[src/rtl/pix_rdout_pkg.sv]
// Shared types for the pixel readout sequencer.
// Assumes a 2x2 shared pixel group, so there are four transfer gates.
package pix_rdout_pkg;
    localparam int NUM_TX = 4;
    localparam int SEL_W  = 2;

    typedef enum logic [3:0] {
        ST_IDLE,
        ST_RST,      // reset gate pulse
        ST_RST_SET,  // settle after reset
        ST_GRP_A,    // reset level, first gain
        ST_SW1_SET,  // settle after switch to low gain (dual)
        ST_GRP_B,    // reset level, low gain (dual)
        ST_SW2_SET,  // settle after switch back to high gain (dual)
        ST_TX,       // transfer gate pulse
        ST_TX_SET,   // settle after transfer
        ST_GRP_C,    // signal level, first gain
        ST_SW3_SET,  // settle after switch to low gain (dual)
        ST_GRP_D     // signal level, low gain (dual)
    } seq_state_t;

    typedef struct packed {
        logic             dual;
        logic             low_gain;
        logic             bin;
        logic [SEL_W-1:0] sel;
    } seq_cfg_t;
endpackage

[src/rtl/pix_rdout_timer.sv]
// Down-counter for pulse widths and settling gaps.
// Load with (length-1); expired_o is high in the final cycle of the interval.
// Assumes a load happens only in the cycle before a timed state begins.
module pix_rdout_timer #(
    parameter int W = 3
) (
    input  logic         clk,
    input  logic         rst_n,
    input  logic         load_i,
    input  logic [W-1:0] len_i,
    output logic         expired_o
);
    logic [W-1:0] cnt_q;

    // Load on request, otherwise count down to zero and hold.
    always_ff @(posedge clk) begin
        if (!rst_n)            cnt_q <= '0;
        else if (load_i)       cnt_q <= len_i;
        else if (cnt_q != '0)  cnt_q <= cnt_q - 1'b1;
    end

    assign expired_o = (cnt_q == '0);
endmodule

[src/rtl/pix_rdout_sampler.sv]
// Issues one group of conversion strobes with a done handshake.
// While go_i is high: strobe, wait for done, repeat until n_m1_i+1 are done.
// Assumes go_i falls in the cycle after grp_done_o; dropping go_i clears the state.
module pix_rdout_sampler #(
    parameter int SAMP_W = 3
) (
    input  logic              clk,
    input  logic              rst_n,
    input  logic              go_i,
    input  logic [SAMP_W-1:0] n_m1_i,
    input  logic              adc_done_i,
    output logic              conv_start_o,
    output logic              grp_done_o
);
    logic [SAMP_W-1:0] cnt_q;
    logic              wait_q;

    // Track whether a conversion is pending and how many have completed.
    always_ff @(posedge clk) begin
        if (!rst_n || !go_i) begin
            cnt_q  <= '0;
            wait_q <= 1'b0;
        end else if (!wait_q) begin
            wait_q <= 1'b1;
        end else if (adc_done_i) begin
            wait_q <= 1'b0;
            cnt_q  <= cnt_q + 1'b1;
        end
    end

    assign conv_start_o = go_i && !wait_q;
    assign grp_done_o   = go_i && wait_q && adc_done_i && (cnt_q == n_m1_i);
endmodule

[src/rtl/pix_rdout_seq.sv]
// Row readout sequencer: reset pulse, reset-level conversions, transfer pulse,
// signal-level conversions. Single-gain or dual-gain, optional 2x2 binning.
// Assumes the converter answers each strobe with one adc_done_i pulse.
// Configuration is captured when a start is accepted.
module pix_rdout_seq
    import pix_rdout_pkg::*;
#(
    parameter int RST_CYC    = 3,
    parameter int TX_CYC     = 2,
    parameter int SETTLE_CYC = 2,
    parameter int MAX_SAMP   = 8,
    localparam int SAMP_W    = $clog2(MAX_SAMP),
    localparam int MAXC      = (RST_CYC > TX_CYC) ?
                               ((RST_CYC > SETTLE_CYC) ? RST_CYC : SETTLE_CYC) :
                               ((TX_CYC > SETTLE_CYC) ? TX_CYC : SETTLE_CYC),
    localparam int CNT_W     = $clog2(MAXC) + 1
) (
    input  logic              clk,
    input  logic              rst_n,
    input  logic              start_i,
    input  logic              dual_gain_i,
    input  logic              low_gain_i,
    input  logic              bin_en_i,
    input  logic [SEL_W-1:0]  pix_sel_i,
    input  logic [SAMP_W-1:0] samp_m1_i,
    input  logic              adc_done_i,
    output logic              rst_gate_o,
    output logic              gain_sel_o,
    output logic [NUM_TX-1:0] tx_gate_o,
    output logic              conv_start_o,
    output logic              conv_is_sig_o,
    output logic              conv_low_gain_o,
    output logic              busy_o
);
    seq_state_t        state_q, state_d;
    seq_cfg_t          cfg_q;
    logic [SAMP_W-1:0] n_m1_q;
    logic              tmr_exp, tmr_load, grp_done, samp_go;
    logic [CNT_W-1:0]  tmr_len;

    // Capture configuration when an idle sequencer accepts a start.
    always_ff @(posedge clk) begin
        if (!rst_n) begin
            cfg_q  <= '0;
            n_m1_q <= '0;
        end else if (state_q == ST_IDLE && start_i) begin
            cfg_q  <= '{dual: dual_gain_i, low_gain: low_gain_i,
                        bin: bin_en_i, sel: pix_sel_i};
            n_m1_q <= samp_m1_i;
        end
    end

    // Step through the readout phases.
    always_comb begin
        state_d = state_q;
        unique case (state_q)
            ST_IDLE:    if (start_i)  state_d = ST_RST;
            ST_RST:     if (tmr_exp)  state_d = ST_RST_SET;
            ST_RST_SET: if (tmr_exp)  state_d = ST_GRP_A;
            ST_GRP_A:   if (grp_done) state_d = cfg_q.dual ? ST_SW1_SET : ST_TX;
            ST_SW1_SET: if (tmr_exp)  state_d = ST_GRP_B;
            ST_GRP_B:   if (grp_done) state_d = ST_SW2_SET;
            ST_SW2_SET: if (tmr_exp)  state_d = ST_TX;
            ST_TX:      if (tmr_exp)  state_d = ST_TX_SET;
            ST_TX_SET:  if (tmr_exp)  state_d = ST_GRP_C;
            ST_GRP_C:   if (grp_done) state_d = cfg_q.dual ? ST_SW3_SET : ST_IDLE;
            ST_SW3_SET: if (tmr_exp)  state_d = ST_GRP_D;
            ST_GRP_D:   if (grp_done) state_d = ST_IDLE;
            default:                  state_d = ST_IDLE;
        endcase
    end

    // State register.
    always_ff @(posedge clk) begin
        if (!rst_n) state_q <= ST_IDLE;
        else        state_q <= state_d;
    end

    // Pick the length of the timed phase about to begin.
    always_comb begin
        unique case (state_d)
            ST_RST:  tmr_len = CNT_W'(RST_CYC - 1);
            ST_TX:   tmr_len = CNT_W'(TX_CYC - 1);
            ST_RST_SET, ST_SW1_SET, ST_SW2_SET, ST_TX_SET, ST_SW3_SET:
                     tmr_len = CNT_W'(SETTLE_CYC - 1);
            default: tmr_len = '0;
        endcase
    end
    assign tmr_load = (state_d != state_q);

    pix_rdout_timer #(.W(CNT_W)) tmr_i (
        .clk       (clk),
        .rst_n     (rst_n),
        .load_i    (tmr_load),
        .len_i     (tmr_len),
        .expired_o (tmr_exp)
    );

    assign samp_go = (state_q == ST_GRP_A) || (state_q == ST_GRP_B) ||
                     (state_q == ST_GRP_C) || (state_q == ST_GRP_D);

    pix_rdout_sampler #(.SAMP_W(SAMP_W)) smp_i (
        .clk          (clk),
        .rst_n        (rst_n),
        .go_i         (samp_go),
        .n_m1_i       (n_m1_q),
        .adc_done_i   (adc_done_i),
        .conv_start_o (conv_start_o),
        .grp_done_o   (grp_done)
    );

    // Gain-select level per phase: high in reset, then by mode.
    always_comb begin
        unique case (state_q)
            ST_IDLE: gain_sel_o = 1'b0;
            ST_RST:  gain_sel_o = 1'b1;
            ST_SW1_SET, ST_GRP_B, ST_SW3_SET, ST_GRP_D:
                     gain_sel_o = 1'b1;
            default: gain_sel_o = cfg_q.dual ? 1'b0 : cfg_q.low_gain;
        endcase
    end

    // Transfer gate decode: all gates when binning, else the selected one.
    for (genvar g = 0; g < NUM_TX; g++) begin : g_tx
        assign tx_gate_o[g] = (state_q == ST_TX) &&
                              (cfg_q.bin || (cfg_q.sel == SEL_W'(g)));
    end

    assign rst_gate_o      = (state_q == ST_RST);
    assign conv_is_sig_o   = (state_q == ST_GRP_C) || (state_q == ST_GRP_D);
    assign conv_low_gain_o = gain_sel_o && samp_go;
    assign busy_o          = (state_q != ST_IDLE);
endmodule

[config.mk]
export PLATFORM = sky130hd
export DESIGN_NAME = pix_rdout_seq
export DESIGN_NICKNAME = d
export VERILOG_FILES = /design/src/rtl/pix_rdout_pkg.sv /design/src/rtl/pix_rdout_timer.sv /design/src/rtl/pix_rdout_sampler.sv /design/src/rtl/pix_rdout_seq.sv
export SDC_FILE = /design/constraint.sdc
export NUM_CORES = 1
export LEC_CHECK = 0
export ABC_AREA = 1
export BUFFER_PORTS_ARGS = -buffer_cell sky130_fd_sc_hd__buf_2
export CELL_PAD_IN_SITES_DETAIL_PLACEMENT = 1
export CELL_PAD_IN_SITES_GLOBAL_PLACEMENT = 1
export CORE_UTILIZATION = 30
export DETAILED_ROUTE_END_ITERATION = 7
export PLACE_DENSITY = 0.63
export SETUP_SLACK_MARGIN = 0.02
export SYNTH_ARGS = -nofsm -noshare
export SYNTH_HDL_FRONTEND = slang
export SYNTH_SLANG_ARGS = --single-unit
[constraint.sdc]
create_clock -name clk -period 3.93 [get_ports clk]
set_input_delay 0.1965 -clock clk [delete_from_list [all_inputs] [get_ports clk]]
set_output_delay 0.1965 -clock clk [all_outputs]
set_load 0.05 [all_outputs]
==> reports/qor.yml <==
timing:
  slew_viol_final: 0
  worst_pin_slew_ps: 317
  setup_viol: 0
  fin_crit_ps: 2050
  rsz0062_at_grt: "false"
  setup_ws_ps: 1880
  clock.fmax_ghz: 0.489
  hold_viol_final: 0
  fin_skew_ps: 1.37
  relSlewSlack: 0.789
  fin_crit_sh: 0.521
  finalSetupTns_ps: 0
finish:
  synthToLayoutAreaGrowth_pct: 16.9
  drive_above_1_share: 0.208
  antennaDiodeCount: 0
  fin_nets: 228
floorplan:
  dieArea_mm2: 0.00422
  dieHeight_um: 65.0
  core_area_mm2: 0.00374
  rows: 22
  start_util: 0.318
  die_w_um: 65.0
  ios: 22
power:
  p_leak_nw: 0.720
  power_frac_comb: 0.532
  p_sw_mw: 0.430
  intPower_mw: 0.448
  clockPowerShare: 0.156
  power.density_mw_per_mm2: 631
  power_frac_seq: 0.312
  p_sw_frac: 0.490
  ir_worst_vdd_v: 0.000314
worst_setup_path:
  end_kind: "primary output"
  cp-start-kind: "register"
  worstPathRequired_ps: 3730
  cp_max_fo: 7
  arrival_ps: 1850
  criticalPathCategory: "reg -> out"
global_routing:
  antenna_found_initial: 0
  grt_pass1_wl_um: 5490
  grt_pass1_vias: 1248
  grt_usage: 0.169
  grt-ovfl-total: 0
  grt_max_degree: 17
synth:
  synth_nets: 204
  synth_area_mm2: 0.00119
  ys_top_cells_by_area: "dfxtp_1 32%, nand2_1 15%, inv_1 10%, a21oi_1 8.0%, nand3_1 5.0%"
  synth_top_area_frac: 0.320
  ys_types: 26
  synth_most_common_cell: "nand2_1"
  netlist_top_cells_count: "48 x nand2_1, 32 x inv_1, 19 x a21oi_1, 19 x dfxtp_1, 15 x nor2_1"
  ys_warn_count: 0
  synth_flop_cell: "dfxtp_1"
  synth_seq_cells: 19
  async_reset_ff_frac: 0
  syn-instance-count: 189
  synth_top_area_cell: "dfxtp_1"
  synth_area_per_cell_um2: 6.30
  synth-edff-count: 0
  yosysSeqAreaShare: 0.320
drt:
  via_per_inst: 4.68
  ant_nets: 0
  first_pass_iters: 2
  drt-initial-drc-count: 31
  via_count: 1216
  wl_per_cell_um: 12.4
  drcViolationCount: 0
  wirelength_um: 3210
flow_run:
  cap_violations: 0
clocking:
  clock_sinks: 19
  cts_tree: "built"
  cts_setup_buffers: 0
  cts_htree_levels: 1
  cts_buffers: 3
  cts_root_buf: "clkbuf_8"
  cts_buffer_depth: 2
  clk_pin_slew_ps: 70
  clk_latency_ps: 250
  cts_resized: 0
  ctsHoldBuffers: 0
placed_design:
  dpl.hpwl_um: 2700
  port_buffers: 21
  gp_congestion: 0.798
  place_ws_ps: 1990
min_path:
  hp-class: "in -> reg"
status:
  status: "finished, final reports clean"
==> metal layers <==
metal  up-vias  track usage  wire length (um)
met4         0       0.0250                18
met3         2       0.0423                71
met1       573        0.188              1350
li1        634            -                 -
met2         7        0.323              1770
met5         -            0                 0
==> power by group through the flow <==
stage,registers [mW],logic [mW],clock network [mW]
2_1_floorplan,0.268,0.369,0
6_report,0.274,0.468,0.137
4_1_cts,0.274,0.476,0.147
5_1_grt,0.279,0.525,0.153
3_5_place_dp,0.278,0.473,0
3_3_place_gp,0.276,0.454,0
==> worst max-delay path, cell delays in order, from the launching register on <==
cell and delay [ps]:
dfxtp_1 510, inv_2 100, nor2_2 150, nand2_2 90, nand3_2 120, inv_1 60, or2_2 260, inv_1 50
buf_2 250
==> registers in the layout, indices dropped and copies added (netlist names) <==
signal	count
cfg_q	5
n_m1_q	3
smp_i.cnt_q	3
smp_i.wait_q	1
state_q	4
tmr_i.cnt_q	3
==> final cells by class <==
cell class / count / area (um2)
Clock buffer: 4 / 45.0
Fill cell: 518 / 2350
Inverter: 35 / 131
Multi-Input combinational cell: 133 / 669
Sequential cell: 19 / 380
Tap cell: 48 / 60.1
Timing Repair Buffer: 21 / 105
==> kinds of logic after synthesis <==
| group | Yosys count | share of synthesized area |
|---|---|---|
| flip-flops | 19 | 0.320 |
| AND/OR/NAND/NOR | 95 | 0.367 |
| buffers and inverters | 37 | 0.118 |
| adder cells (fa/ha/maj) | 3 | 0.0315 |
| XOR/XNOR | 3 | 0.0221 |
| AO/OA/AOI/OAI | 32 | 0.142 |
==> per-stage QoR <==
| step | utilization | cells | area, um2 | hold slack (ps) | total power [mW] |
|---|---|---|---|---|---|
| 2_1_floorplan | - | 189 | 1190 | 361 | 0.636 |
| 3_3_place_gp | 0.360 | 256 | 1350 | 458 | 0.731 |
| 3_5_place_dp | 0.360 | 256 | 1350 | 468 | 0.751 |
| 4_1_cts | 0.372 | 260 | 1390 | 200 | 0.897 |
| 5_1_grt | 0.372 | 260 | 1390 | 215 | 0.957 |
| 6_report | 0.372 | 260 | 1390 | 209 | 0.878 |
==> final timing paths <==
kind / from / to / slack, ps / cells past startpoint
worst max-delay path: state_q[0] / conv_start_o / 1880 / 8
worst min register to register: n_m1_q[0] / n_m1_q[0] / 480 / 2
worst min-delay path: low_gain_i / cfg_q[3] / 210 / 3
worst max register to register: state_q[2] / tmr_i.cnt_q[1] / 1980 / 13
==> layout by cell type, fill, tap and decap left out, types with 3 or more instances in the layout <==
| cell | netlist | routed |
|---|---|---|
| nand2_1 | 48 | 48 |
| inv_1 | 32 | 32 |
| buf_2 | 1 | 21 |
| a21oi_1 | 19 | 19 |
| dfxtp_1 | 19 | 19 |
| nor2_1 | 15 | 15 |
| nand3_1 | 12 | 12 |
| o21ai_0 | 9 | 9 |
| nand2_2 | 7 | 7 |
| nor2_2 | 6 | 6 |
| ha_1 | 3 | 3 |
| clkbuf_8 | 0 | 3 |
Note: power is estimated with default switching activity, not from simulation.
